--- config.mk ---
export PLATFORM = sky130hd
export DESIGN_NAME = grp_lane_seq
export DESIGN_NICKNAME = d
export VERILOG_FILES = /design/src/rtl/lseq_pkg.sv /design/src/rtl/lseq_slicer.sv /design/src/rtl/lseq_delay.sv /design/src/rtl/grp_lane_seq.sv
export SDC_FILE = /design/constraint.sdc
export NUM_CORES = 1
export LEC_CHECK = 0
export CAP_MARGIN = 20
export CORE_MARGIN = 3
export CORE_UTILIZATION = 25
export CTS_CLUSTER_SIZE = 24
export DETAILED_ROUTE_END_ITERATION = 6
export PLACE_DENSITY = 0.55
export SLEW_MARGIN = 30
export SYNTH_ARGS = -nofsm -noshare
export SYNTH_HDL_FRONTEND = slang
export SYNTH_SLANG_ARGS = --single-unit
--- constraint.sdc ---
create_clock -name clk -period 2.5 [get_ports clk]
set_input_delay 0.25 -clock clk [delete_from_list [all_inputs] [get_ports clk]]
set_output_delay 0.25 -clock clk [all_outputs]
set_load 0.01 [all_outputs]
--- src/rtl/lseq_pkg.sv ---
package lseq_pkg;
  localparam int NUM_UNITS = 2;
  typedef logic unit_id_t;

  // steering: alternate when both are free, otherwise the free one
  function automatic unit_id_t pick_unit(input logic [1:0] free, input unit_id_t prev);
    if (free == 2'b11) return ~prev;
    else if (free[1]) return 1'b1;
    else return 1'b0;
  endfunction
endpackage

--- src/rtl/lseq_slicer.sv ---
module lseq_slicer #(
  parameter int GROUP_W = 64,
  parameter int UNIT_W  = 16,
  parameter int OP_W    = 6,
  localparam int NSLICE = GROUP_W / UNIT_W,
  localparam int SIDX_W = (NSLICE > 1) ? $clog2(NSLICE) : 1
) (
  input  logic               clk,
  input  logic               rst_n,
  input  logic               load,
  input  logic [OP_W-1:0]    ld_op,
  input  logic [GROUP_W-1:0] ld_mask,
  output logic               busy,
  output logic               fin,
  output logic               sl_valid,
  output logic [SIDX_W-1:0]  sl_idx,
  output logic [UNIT_W-1:0]  sl_mask,
  output logic [OP_W-1:0]    sl_op
);
  logic               active;
  logic [SIDX_W-1:0]  idx;
  logic [OP_W-1:0]    op_q;
  logic [GROUP_W-1:0] mask_q;
  logic               last;
  logic [UNIT_W-1:0]  sub;

  function automatic logic [UNIT_W-1:0] slice_of(input logic [GROUP_W-1:0] m,
                                                 input logic [SIDX_W-1:0] k);
    return m[k*UNIT_W +: UNIT_W];
  endfunction

  always_ff @(posedge clk) begin
    if (!rst_n) begin
      active <= 1'b0;
      idx    <= '0;
      op_q   <= '0;
      mask_q <= '0;
    end else if (load) begin
      active <= 1'b1;
      idx    <= '0;
      op_q   <= ld_op;
      mask_q <= ld_mask;
    end else if (active) begin
      if (last) begin
        active <= 1'b0;
        idx    <= '0;
      end else begin
        idx <= idx + 1'b1;
      end
    end
  end

  assign last     = active && (idx == SIDX_W'(NSLICE - 1));
  assign busy     = active && !last;
  assign fin      = last;
  assign sub      = slice_of(mask_q, idx);
  assign sl_mask  = active ? sub : '0;
  assign sl_valid = active && (|sub);
  assign sl_idx   = active ? idx : '0;
  assign sl_op    = active ? op_q : '0;
endmodule

--- src/rtl/lseq_delay.sv ---
module lseq_delay #(
  parameter int LAT  = 3,
  parameter int OP_W = 6
) (
  input  logic            clk,
  input  logic            rst_n,
  input  logic            in_v,
  input  logic [OP_W-1:0] in_op,
  output logic            out_v,
  output logic [OP_W-1:0] out_op
);
  logic            vld [LAT];
  logic [OP_W-1:0] opr [LAT];

  always_ff @(posedge clk) begin
    if (!rst_n) begin
      for (int i = 0; i < LAT; i++) begin
        vld[i] <= 1'b0;
        opr[i] <= '0;
      end
    end else begin
      vld[0] <= in_v;
      opr[0] <= in_op;
      for (int i = 1; i < LAT; i++) begin
        vld[i] <= vld[i-1];
        opr[i] <= opr[i-1];
      end
    end
  end

  assign out_v  = vld[LAT-1];
  assign out_op = opr[LAT-1];
endmodule

--- src/rtl/grp_lane_seq.sv ---
module grp_lane_seq #(
  parameter int GROUP_W  = 64,
  parameter int UNIT_W   = 16,
  parameter int OP_W     = 6,
  parameter int PIPE_LAT = 3,
  localparam int NSLICE  = GROUP_W / UNIT_W,
  localparam int SIDX_W  = (NSLICE > 1) ? $clog2(NSLICE) : 1
) (
  input  logic                clk,
  input  logic                rst_n,
  input  logic                iss_valid,
  input  logic [OP_W-1:0]     iss_op,
  input  logic [GROUP_W-1:0]  iss_mask,
  output logic                iss_ready,
  output logic                iss_unit,
  output logic [1:0]          sl_valid,
  output logic [2*SIDX_W-1:0] sl_idx,
  output logic [2*UNIT_W-1:0] sl_mask,
  output logic [2*OP_W-1:0]   sl_op,
  output logic [1:0]          cmp_valid,
  output logic [2*OP_W-1:0]   cmp_op
);
  import lseq_pkg::*;

  logic [1:0] busy;
  logic [1:0] fin;
  logic [1:0] load;
  logic       accept;
  unit_id_t   prev_unit;
  unit_id_t   pick;

  assign pick      = pick_unit(~busy, prev_unit);
  assign iss_ready = !(busy[0] && busy[1]);
  assign iss_unit  = pick;
  assign accept    = iss_valid && iss_ready;

  always_ff @(posedge clk) begin
    if (!rst_n) prev_unit <= 1'b1;
    else if (accept) prev_unit <= pick;
  end

  for (genvar u = 0; u < NUM_UNITS; u++) begin : g_unit
    logic [OP_W-1:0] op_u;
    assign load[u] = accept && (pick == unit_id_t'(u));

    lseq_slicer #(.GROUP_W(GROUP_W), .UNIT_W(UNIT_W), .OP_W(OP_W)) u_slc (
      .clk      (clk),
      .rst_n    (rst_n),
      .load     (load[u]),
      .ld_op    (iss_op),
      .ld_mask  (iss_mask),
      .busy     (busy[u]),
      .fin      (fin[u]),
      .sl_valid (sl_valid[u]),
      .sl_idx   (sl_idx[u*SIDX_W +: SIDX_W]),
      .sl_mask  (sl_mask[u*UNIT_W +: UNIT_W]),
      .sl_op    (op_u)
    );
    assign sl_op[u*OP_W +: OP_W] = op_u;

    lseq_delay #(.LAT(PIPE_LAT), .OP_W(OP_W)) u_dly (
      .clk    (clk),
      .rst_n  (rst_n),
      .in_v   (fin[u]),
      .in_op  (op_u),
      .out_v  (cmp_valid[u]),
      .out_op (cmp_op[u*OP_W +: OP_W])
    );
  end
endmodule

# == Yosys cells after proc, flatten, opt, wreduce, memory -nomap -nowiden ==
# Memories as Yosys holds them, arrays and structs flattened.
# Index checks and enable logic that the tools add are counted.
# op_classes
n_mux,30
n_shift,2
n_eq_ne,3
n_reduce_logical,17
bitwise_logic,16
addsub,2
# op_table
op,count
$shiftx 64x7->16,2
$mux 6,8
$mux 16,2
$reduce_or 16->1,2
$mux 1,16
$or 1x1->1,12
$logic_and 1x1->1,10
$mux 2,4
$eq 2x2->1 const B,3
$add 2x1->2 const B,2
$reduce_or 2->1,2
$logic_not 1->1,3
$not 1->1,3
$not 2->2,1
# word_totals
reg_bits,147
output_inout_bits,66
wordCells,83
inputBits,73
ram_bits,42
memories,4
# mem_list
name,depth,width,read_ports,rd_ports_with_merged_regs,write_ports,line_no,source
g_unit[0].u_dly.opr,3,6,3,0,3,lseq_delay.sv:13,logic [OP_W-1:0] opr [LAT];
g_unit[1].u_dly.opr,3,6,3,0,3,lseq_delay.sv:13,
g_unit[0].u_dly.vld,3,1,3,0,3,lseq_delay.sv:12,logic vld [LAT];
g_unit[1].u_dly.vld,3,1,3,0,3,lseq_delay.sv:12,

# == Logic depth before layout (Yosys ltp) ==
# Gate-level depths: netlist of run 1.
# logic_depth
ltp_word,10
mapped_depth,8

# == Hierarchy ==
# From an unflattened synthesis of run 1, not the netlist that was laid out.
# unflattened
cells_unflattened,691
hier_area_um2,8140.3
# modules_own_cells
module,cells_per_inst,n_inst,seq_area_each_um2,area_per_inst_um2
lseq_slicer,290,2,1461.4,3390.8
lseq_delay,50,2,420.4,638.1
grp_lane_seq,11,1,20.0,82.6

# == Worst setup path before layout of run 1 ==
# No wires, ideal clock.
# synth_timing
kind,register to output
from,register g_unit[0].u_slc.idx[1]
to,output port sl_valid[0]
t_arrival_ns,1.688
slack_ns,0.562
stages_incl_launch_ff,7
t_required_ns,2.250
cell_sequence,dfxtp_1 buf_4 buf_2 mux4_2 nor4_1 a41oi_1 buf_4
# synth_between
elab_chain_len,3
# synth_lines
element,line_no,source
from (decl),lseq_slicer.sv:21,logic [SIDX_W-1:0] idx;
from (signal assigned),lseq_slicer.sv:48,idx <= idx + 1'b1;
$shiftx 64x7->16,lseq_slicer.sv:29,return m[k*UNIT_W +: UNIT_W];
$reduce_or 16->1,lseq_slicer.sv:58,assign sl_valid = active && (|sub);
$logic_and 1x1->1,lseq_slicer.sv:58,
to (decl),grp_lane_seq.sv:16,"output logic [1:0] sl_valid,"
# Every way passes these cells.

# == Final worst setup path of run 1 ==
# Ends and elaborated chain as after synthesis.

==> reports/metrics.csv, run 1 <==
stage,metric,value,unit
setup_path,maximum fanout along the worst path,7,
route,antenna violation net count after detailed routing,0,
sta,final setup fails,1,
synth,syn avg cell area,9.650,µm²
floorplanning,Ports,139,
setup_path,R2R depth,8,
clock_tree,H-tree depth,4,
setup_path,"Largest delay share family, worst path",multiplexers,
min_path,Hold Path Class,in -> reg,
sta,Final Cycle Share,1.014,
synth,asr flop ratio synth,0,
synth,Post-Syn Area,0.008260,mm²
power_and_ir_drop,total power,7219,µW
synth,Synth Net Count,931,
floorplanning,Die Width,187.8,µm
global_route,first-pass GRT wire length,36460,µm
power_and_ir_drop,Leak,0.004214,µW
sta,Slew @ Worst Pin,0.5077,ns
synth,Yosys cell types,31,
sta,RSZ-0062 raised after global routing,true,
finish,fin cells,1421,
floorplanning,initial core utilization,0.2578,
setup_path,crit path launch type,flip-flop,
place,RD Place Congestion,0.8339,
clock_tree,Num CTS Buffers,17,
setup_path,Worst Path Buf+Inv,3,
clock_tree,CTS Buffer Depth,2,
job,max-cap viol count,0,
finish,post-layout util,0.3394,
floorplanning,die area,0.03526,mm²
place,dpl cells,1372,
sta,Final Hold Fails,0,
setup_path,CP Class,reg -> out,
synth,synthesized flop and latch total,189,
floorplanning,core area,0.03204,mm²
sta,clock skew,0.008963,ns
global_route,largest net degree at the start of global routing,96,
floorplanning,Die H,187.8,µm
finish,share of cells above drive strength 1,0.2022,
clock_tree,Post-CTS Hold Buffers,0,
finish,Final nets,1046,
setup_path,Worst EP arrival,2.28,ns
sta,Final Worst Setup Slack,-0.03445,ns
route,Vias per Instance,4.407,
synth,Post-synth EDFFs,0,
clock_tree,Root Driver,clkbuf_16,
power_and_ir_drop,PD cells,663.7,mW/mm²
power_and_ir_drop,Peak VDD IR,0.4946,mV
setup_path,CP cell instances,buf_12 > mux4_2 > nor4_4 > buf_4 > a41oi_2 > buf_2,
synth,Commonest cells post-synth,"nand2_1 (283), dfxtp_1 (189), and2_1 (74)",
min_path,hold path depth,2,
global_route,initial antenna violation count,0,
synth,most area-consuming cells after synthesis,"dfxtp_1 (46%), nand2_1 (13%), a21boi_2 (9.5%)",
setup_path,CP Capture Type,primary output,
synth,Ys Warns,0,
clock_tree,clock tree sinks,189,
global_route,global-route usage over all layers,0.1352,
route,routed vias,6262,
global_route,vias in the first global route,6112,
setup_path,Worst path slowest cell,mux4_2,
synth,cell taking the most area after synthesis,dfxtp_1,
place,Post-DP HPWL,17250,µm
run_status,run status,"finished, violations left",
finish,Layout area overhead,31.67,%
synth,sequential cell area fraction in the yosys report,0.4580,
sta,hold slack,0.2866,ns
route,First DRT Iteration DRCs,441,
setup_path,Stages on worst setup path,6,
run_status,failing checks,setup timing,
floorplanning,row count,65,
setup_path,CP required,2.25,ns
synth,Main synth FF type,dfxtp_1,
sta,Rel. slew slack,0.6615,
clock_tree,Clock Pin Slew Worst Setup and Hold Paths,0.08,ns
sta,crit path time final,2.534,ns
synth,Post-Syn Instances,856,
global_route,total grt overflow,0,
sta,Pins Over Slew Limit,0,
synth,top-count cell post-synth,nand2_1,
setup_path,CP max stage delay,0.54,ns
route,DR WL/cell,17.01,µm
clock_tree,CTS tree,done,
place,I/O Buffers,138,
synth,share of the synthesized area in the top cell type,0.4580,
route,Total Routed Length,24180,µm
route,Pre-Repair DR Iteration Count,4,
route,residual DRC count,0,
clock_tree,Worst-Skew Late Latency,0.44,ns
sta,fmax,394.6,MHz
-- cells by family after synthesis --
family                     count (synthesis)  share of synthesized area
AOI/OAI and AO/OA                        153                     0.1727
and+or+nand+nor                          391                     0.2086
muxes                                     34                    0.09649
adders and majority gates                  2                   0.003029
DFF                                      189                     0.4580
buffers and inverters                     87                    0.06119
-- registers in the layout, summed over array words and instances, names as in the netlist --
signal,count
g_unit.u_slc.mask_q,128
g_unit.u_dly.opr,36
g_unit.u_slc.op_q,12
g_unit.u_dly.vld,6
g_unit.u_slc.idx,4
g_unit.u_slc.active,2
prev_unit,1
-- timing repair --
| action | CTS | global route |
|---|---|---|
| resized for setup | 51 | 24 |
| cloned | 2 | 1 |
| endpoints found under the hold margin | 0 | 0 |
| pin swaps | 3 | 5 |
| endpoints found under the setup margin | 25 | 13 |
| buffers inserted | 1 | 11 |
-- report_power, final --
part	internal [µW]	switching (µW)	leakage, µW
Combinational	547	598	0.00238
Sequential	3180	104	0.00154
Clock	1440	1350	0.000294
Total	5170	2050	0.00421
-- final timing paths --
check	start	to	slack, ns
worst max-delay path	g_unit[0].u_slc.idx[1]$_SDFFE_PP0P_	sl_valid[0]	-0.03
worst min register to register	g_unit[0].u_dly.opr[0][9]$_SDFF_PN0_	g_unit[0].u_dly.opr[0][15]$_SDFF_PN0_	0.43
worst min-delay path	rst_n	prev_unit$_SDFFE_PN1P_	0.29
worst max register to register	g_unit[0].u_slc.idx[0]$_SDFFE_PP0P_	g_unit[1].u_slc.mask_q[42]$_SDFFE_PN0P_	0.19
-- placed cells by master (no fill, tap or decap), types with 3 or more instances in the layout --
cell and instances:
inv_1 3, inv_8 8, nand2_1 283, a21boi_1 14, mux4_2 32, dlymetal6s2s_1 16
a21oi_1 3, nor4_2 3, nor2_1 7, a21boi_2 70, a21boi_0 58, buf_12 9
clkdlybuf4s50_1 106, dfxtp_1 186, buf_4 31, nor4_4 5, inv_6 4, and3_1 14
clkbuf_16 18, and2_1 74, dlygate4sd2_1 13
-- per-layer routing --
| layer | routed length [µm] | GRT usage | vias up |
|---|---|---|---|
| met5 | 0 | 0 | - |
| met3 | 1493 | 0.02449 | 17 |
| li1 | - | - | 3051 |
| met2 | 11450 | 0.2193 | 175 |
| met4 | 271 | 0.03492 | 0 |
| met1 | 10960 | 0.1862 | 3019 |
-- metrics by stage --
| stage | TNS (ns) | worst slack (ns) | instance area (µm²) |
|---|---|---|---|
| floorplan | 0 | 0.5622 | 8260 |
| global route | -0.1526 | -0.08273 | 10870 |
| global placement | -0.2486 | -0.1786 | 10010 |
| CTS | -0.2260 | -0.1715 | 10700 |
| finish | -0.03445 | -0.03445 | 10880 |
| detailed placement | -0.3095 | -0.2244 | 10010 |
-- worst register-to-register path, cell delays in order (launching register included) --
cell and delay, ns:
dfxtp_2 0.35, bufbuf_16 0.28, ha_1 0.24, nand2b_2 0.27, buf_4 0.18, a211oi_4 0.26, buf_12 0.31, nand2_1 0.24
a21boi_2 0.14
-- layout make-up --
cell class / count / area [µm²]
Inverter: 3 / 11.26
Tap cell: 435 / 544.3
Fill cell: 3377 / 21170
Multi-Input combinational cell: 580 / 4048
Timing Repair Buffer: 180 / 1883
Clock buffer: 17 / 425.4
Sequential cell: 189 / 3792
Antenna cell: 2 / 5.005
Clock inverter: 15 / 167.7
Note: power is estimated with default switching activity, not from simulation.
==> run 2, diff against run 1 <==
CTS_BUF_LIST = sky130_fd_sc_hd__clkbuf_8   (was default)
==> reports/metrics.csv, run 2 (same netlist as run 1, synthesis figures left out) <==
stage,metric,value,unit,change
run_status,run status,"finished, violations left",,unchanged
run_status,failing checks,setup timing,,unchanged
finish,Reg with most FFs,g_unit.u_slc.mask_q,,unchanged
floorplanning,Die H,187.8,µm,unchanged
floorplanning,Ports,139,,unchanged
sta,clock skew,0.01509,ns,was 0.008963 ns
route,Vias per Instance,4.446,,was 4.407
floorplanning,initial core utilization,0.2578,,unchanged
sta,fmax,391.4,MHz,was 394.6 MHz
power_and_ir_drop,Sw Pwr,1969,µW,was 2052 µW
clock_tree,Worst-Skew Late Latency,0.47,ns,was 0.44 ns
route,routed vias,6304,,was 6262
power_and_ir_drop,sequential share of power,0.501,,was 0.455
power_and_ir_drop,PD cells,616.0,mW/mm²,was 663.7 mW/mm²
setup_path,CP required,2.25,ns,about the same
global_route,first-pass GRT wire length,36290,µm,was 36460 µm
job,max-cap viol count,0,,unchanged
sta,Setup TNS Final,-0.07762,ns,was -0.03445 ns
route,residual DRC count,0,,unchanged
route,DR WL/cell,17.06,µm,was 17.01 µm
place,Post-DP HPWL,17250,µm,unchanged
global_route,largest net degree at the start of global routing,96,,unchanged
sta,Slew @ Worst Pin,0.5087,ns,was 0.5077 ns
place,I/O Buffers,138,,unchanged
clock_tree,Clock Pin Slew Worst Setup and Hold Paths,0.11,ns,was 0.08 ns
sta,crit path time final,2.555,ns,was 2.534 ns
finish,Layout area overhead,28.70,%,was 31.67%
global_route,total grt overflow,0,,unchanged
floorplanning,die area,0.03526,mm²,unchanged
setup_path,Worst EP arrival,2.31,ns,was 2.28 ns
sta,Pins Over Slew Limit,0,,unchanged
sta,hold slack,0.2602,ns,was 0.2866 ns
power_and_ir_drop,Power Internal,4580,µW,was 5167 µW
finish,share of cells above drive strength 1,0.2004,,was 0.2022
setup_path,maximum fanout along the worst path,8,,was 7
place,RD Place Congestion,0.8339,,unchanged
clock_tree,Num CTS Buffers,17,,unchanged
power_and_ir_drop,clock network power share,0.323,,was 0.387
clock_tree,CTS tree,done,,unchanged
sta,Final Cycle Share,1.022,,was 1.014
clock_tree,H-tree depth,4,,unchanged
clock_tree,clock tree sinks,189,,unchanged
sta,RSZ-0062 raised after global routing,true,,unchanged
finish,Final nets,1045,,was 1046
finish,fin area,0.01063,mm²,was 0.01088 mm²
route,Total Routed Length,24190,µm,was 24180 µm
finish,ANT cells,0,,was 2
place,"worst slack, placed",-0.2244,ns,unchanged
finish,Fill cells,3410,,was 3377
global_route,vias in the first global route,6070,,was 6112
setup_path,CP Class,reg -> out,,unchanged
finish,"commonest non-fill, non-tap cell in the layout",nand2_1,,unchanged
power_and_ir_drop,Peak VDD IR,0.3999,mV,was 0.4946 mV
min_path,Hold Path Class,in -> reg,,unchanged
floorplanning,Die Width,187.8,µm,unchanged
route,First DRT Iteration DRCs,405,,was 441
global_route,initial antenna violation count,0,,unchanged
clock_tree,CTS Buffer Depth,2,,unchanged
sta,Final Worst Setup Slack,-0.05506,ns,was -0.03445 ns
finish,largest registers,"g_unit.u_slc.mask_q (128), g_unit.u_dly.opr (36), g_unit.u_slc.op_q (12)",,unchanged
global_route,global-route usage over all layers,0.1349,,was 0.1352
finish,post-layout util,0.3318,,was 0.3394
sta,Final Hold Fails,0,,unchanged
route,Pre-Repair DR Iteration Count,5,,was 4
power_and_ir_drop,Leak,0.004041,µW,was 0.004214 µW
finish,most frequent cells in the layout,"nand2_1 (283), dfxtp_1 (186), clkdlybuf4s50_1 (102), and2_1 (73), a21boi_2 (70)",,"was nand2_1 (283), dfxtp_1 (186), clkdlybuf4s50_1 (106), and2_1 (74), a21boi_2 (70)"
floorplanning,row count,65,,unchanged
floorplanning,core area,0.03204,mm²,unchanged
power_and_ir_drop,Gate power share,0.176,,was 0.159
clock_tree,Root Driver,clkbuf_8,,was clkbuf_16
sta,Rel. slew slack,0.6609,,was 0.6615
route,antenna violation net count after detailed routing,0,,unchanged
finish,max FFs per register,128,,unchanged
power_and_ir_drop,Sw Ratio,0.3006,,was 0.2842
setup_path,crit path launch type,flip-flop,,unchanged
sta,final setup fails,2,,was 1
setup_path,CP Capture Type,primary output,,unchanged
clock_tree,Post-CTS Hold Buffers,0,,unchanged
place,DP Area,0.01001,mm²,unchanged
==> run 2: cell types whose count changed in the layout (fill, tap and decap cells not counted), sizes merged <==
| cell | change |
|---|---|
| dlygate4sd2 | +11 |
| clkdlybuf4s15 | +1 |
| dlymetal6s2s | -8 |
| clkbuf | -1 |
| diode | -2 |
| clkdlybuf4s50 | -4 |
==> run 2: final timing paths <==
check / startpoint / to / slack, ns / cells after the start
worst max-delay path: g_unit[0].u_slc.idx[1]$_SDFFE_PP0P_ / sl_valid[0] / -0.06 / 6
worst min-delay path: rst_n / prev_unit$_SDFFE_PN1P_ / 0.26 / 2
worst max register to register: g_unit[0].u_slc.idx[0]$_SDFFE_PP0P_ / g_unit[1].u_slc.mask_q[42]$_SDFFE_PN0P_ / 0.18 / 8
worst min register to register: g_unit[1].u_dly.opr[0][6]$_SDFF_PN0_ / g_unit[1].u_dly.opr[0][12]$_SDFF_PN0_ / 0.44 / 1
==> run 2: power groups by stage <==
stage               clock (µW)  combinational (µW)  sequential, µW
global placement             0                1060            3350
finish                    2110                1150            3280
global route              2300                1250            3300
CTS                       2170                1140            3280
floorplan                    0                 666            3300
detailed placement           0                1070            3350
==> run 2: per-layer routing <==
layer / track usage / vias to the layer above / share of wire
li1: - / 3038 / -
met1: 0.1866 / 3056 / 0.46
met2: 0.2175 / 195 / 0.47
met3: 0.02673 / 15 / 0.058
met4: 0.03146 / 0 / 0.0098
met5: 0 / - / 0
==> run 2: layout make-up <==
type,count,area (µm²),share of cell area
inverters,3,11.26,0.001059
well taps,435,544.3,0.05119
clock inverters,15,167.7,0.01577
clock buffers,17,234.0,0.02201
multi-input cells,580,4048,0.3807
repair buffers,179,1832,0.1723
flip-flops and latches,189,3795,0.3570
==> run 2: what timing repair did <==
action	CTS	global route
cloned	2	0
buffers inserted	2	10
gates resized for setup	65	18
pin swaps	5	6
endpoints found under the setup margin	36	11
==> run 2: worst max-delay path, stage by stage, from the launching register on <==
cell and delay (ns):
dfxtp_4 0.38, buf_12 0.14, mux4_2 0.54, nor4_4 0.32
buf_4 0.16, a41oi_2 0.13, buf_2 0.18
==> run 2: through the flow <==
step                      power (µW)  cells
final                           6549   1418
after global routing            6852   1418
after CTS                       6592   1408
after detailed placement        4422   1372
after global placement          4409   1372
after floorplan                 3969    856
==> run 3, diff against run 2 <==
SKIP_CTS_REPAIR_TIMING = 1   (was default)
==> reports/metrics.csv, run 3 (same netlist as run 1, synthesis figures left out) <==
stage,metric,value,unit,change
route,Total Routed Length,24160,µm,was 24190 µm
power_and_ir_drop,Power Internal,4578,µW,was 4580 µW
setup_path,Critical Path Source,g_unit[1].u_slc.idx[0]$_SDFFE_PP0P_,,was g_unit[0].u_slc.idx[1]$_SDFFE_PP0P_
finish,Reg with most FFs,g_unit.u_slc.mask_q,,unchanged
setup_path,"Largest delay share family, worst path",multiplexers,,unchanged
clock_tree,CTS tree,done,,unchanged
global_route,first-pass GRT wire length,35650,µm,was 36290 µm
setup_path,CP cell instances,buf_12 > buf_12 > mux4_1 > nor4_4 > a41oi_4 > buf_2,,was buf_12 > mux4_2 > nor4_4 > buf_4 > a41oi_2 > buf_2
sta,Slew @ Worst Pin,0.5048,ns,was 0.5087 ns
sta,RSZ-0062 raised after global routing,true,,unchanged
setup_path,CP Capture Type,primary output,,unchanged
route,DR WL/cell,17.05,µm,was 17.06 µm
clock_tree,Num CTS Buffers,17,,unchanged
floorplanning,Ports,139,,unchanged
finish,max FFs per register,128,,unchanged
setup_path,CP most frequent cell,buf_12,,
sta,crit path time final,2.635,ns,was 2.555 ns
finish,Layout area overhead,29.54,%,was 28.70%
setup_path,Worst Path Buf+Inv,3,,unchanged
sta,final setup fails,2,,unchanged
finish,"commonest non-fill, non-tap cell in the layout",nand2_1,,unchanged
route,routed vias,6233,,was 6304
clock_tree,Root Driver,clkbuf_8,,unchanged
sta,fmax,379.5,MHz,was 391.4 MHz
finish,ANT cells,0,,unchanged
power_and_ir_drop,PD cells,611.2,mW/mm²,was 616.0 mW/mm²
sta,Final Cycle Share,1.054,,was 1.022
sta,Final Worst Setup Slack,-0.1353,ns,was -0.05506 ns
setup_path,CP max stage delay,0.62,ns,was 0.54 ns
place,RD Place Congestion,0.8339,,unchanged
route,antenna violation net count after detailed routing,0,,unchanged
run_status,failing checks,setup timing,,unchanged
clock_tree,Clock Pin Slew Worst Setup and Hold Paths,0.11,ns,about the same
sta,Pins Over Slew Limit,0,,unchanged
clock_tree,Worst-Skew Late Latency,0.47,ns,about the same
sta,Setup TNS Final,-0.2274,ns,was -0.07762 ns
power_and_ir_drop,Leak,0.004337,µW,was 0.004041 µW
route,residual DRC count,0,,unchanged
global_route,vias in the first global route,6021,,was 6070
power_and_ir_drop,clock network power share,0.324,,was 0.323
place,"worst slack, placed",-0.2244,ns,unchanged
power_and_ir_drop,Sw Ratio,0.3000,,was 0.3006
clock_tree,clock tree sinks,189,,unchanged
min_path,Hold Path Class,in -> reg,,unchanged
finish,fin cells,1417,,was 1418
run_status,run status,"finished, violations left",,unchanged
global_route,largest net degree at the start of global routing,96,,unchanged
route,First DRT Iteration DRCs,466,,was 405
sta,Final Hold Fails,0,,unchanged
setup_path,crit path launch type,flip-flop,,unchanged
setup_path,Worst EP arrival,2.39,ns,was 2.31 ns
route,Pre-Repair DR Iteration Count,5,,unchanged
place,Post-DP HPWL,17250,µm,unchanged
floorplanning,die area,0.03526,mm²,unchanged
clock_tree,H-tree depth,4,,unchanged
floorplanning,Die Width,187.8,µm,unchanged
finish,Final nets,1044,,was 1045
floorplanning,Die H,187.8,µm,unchanged
clock_tree,CTS Buffer Depth,2,,unchanged
global_route,global-route usage over all layers,0.1323,,was 0.1349
job,max-cap viol count,0,,unchanged
power_and_ir_drop,Peak VDD IR,0.3970,mV,was 0.3999 mV
floorplanning,core area,0.03204,mm²,unchanged
route,Vias per Instance,4.399,,was 4.446
finish,largest registers,"g_unit.u_slc.mask_q (128), g_unit.u_dly.opr (36), g_unit.u_slc.op_q (12)",,unchanged
global_route,initial antenna violation count,0,,unchanged
floorplanning,initial core utilization,0.2578,,unchanged
setup_path,CP Class,reg -> out,,unchanged
setup_path,CP required,2.25,ns,about the same
setup_path,Crit Reg-Reg Startpoint,g_unit[0].u_slc.idx[0]$_SDFFE_PP0P_,,unchanged
power_and_ir_drop,sequential share of power,0.502,,was 0.501
sta,Rel. slew slack,0.6634,,was 0.6609
setup_path,Worst path slowest cell,mux4_1,,was mux4_2
place,dpl cells,1372,,unchanged
finish,fin area,0.01070,mm²,was 0.01063 mm²
global_route,total grt overflow,0,,unchanged
min_path,min-delay src,rst_n,,unchanged
sta,clock skew,0.01481,ns,was 0.01509 ns
floorplanning,row count,65,,unchanged
finish,most frequent cells in the layout,"nand2_1 (283), dfxtp_1 (186), clkdlybuf4s50_1 (104), and2_1 (74), a21boi_2 (70)",,"was nand2_1 (283), dfxtp_1 (186), clkdlybuf4s50_1 (102), and2_1 (73), a21boi_2 (70)"
power_and_ir_drop,Gate power share,0.174,,was 0.176
place,DP Area,0.01001,mm²,unchanged
power_and_ir_drop,Sw Pwr,1962,µW,was 1969 µW
setup_path,maximum fanout along the worst path,9,,was 8
finish,share of cells above drive strength 1,0.1945,,was 0.2004
finish,post-layout util,0.3339,,was 0.3318
place,I/O Buffers,138,,unchanged
[run 3: cell types whose count changed in the layout (fill, tap and decap cells not counted), moves of 2 or more]
cell,before,now
clkbuf_16,0,2
clkdlybuf4s50_1,102,104
dlygate4sd2_1,24,0
dlymetal6s2s_1,8,31
mux4_1,1,4
mux4_2,31,28
[run 3: area by class of cell]
| cell class | count | area, µm² |
|---|---|---|
| multi-input combinational | 580 | 4040 |
| clock buffer | 17 | 234.0 |
| tap | 435 | 544.3 |
| fill | 3396 | 21340 |
| timing repair buffer | 178 | 1911 |
| inverter | 3 | 11.26 |
| clock inverter | 15 | 167.7 |
| sequential | 189 | 3792 |
[run 3: final timing paths]
check	endpoint	slack, ns	cells past startpoint
max	sl_valid[1]	-0.14	6
min	prev_unit$_SDFFE_PN1P_	0.25	2
max reg2reg	g_unit[1].u_slc.mask_q[42]$_SDFFE_PN0P_	0.27	8
min reg2reg	g_unit[1].u_dly.opr[0][12]$_SDFF_PN0_	0.44	1
[run 3: power groups by stage]
stage	clock network [µW]	logic (µW)	registers (µW)
final	2120	1140	3280
after global routing	2300	1240	3300
after CTS	2170	1080	3280
after detailed placement	0	1070	3350
after global placement	0	1060	3350
after floorplan	0	666	3300
[run 3: stage by stage]
step	hold WS [ns]	power [µW]
floorplan	0.3848	3969
global placement	0.4138	4409
detailed placement	0.4169	4422
CTS	0.2205	6526
global route	0.2573	6845
finish	0.2517	6540
[run 3: per-layer routing]
metal  GRT usage  share of wire  wire, µm
met5           0              0         0
met4     0.03001         0.0090       218
met3     0.02655          0.058      1412
met2      0.2162           0.47     11440
met1      0.1808           0.46     11090
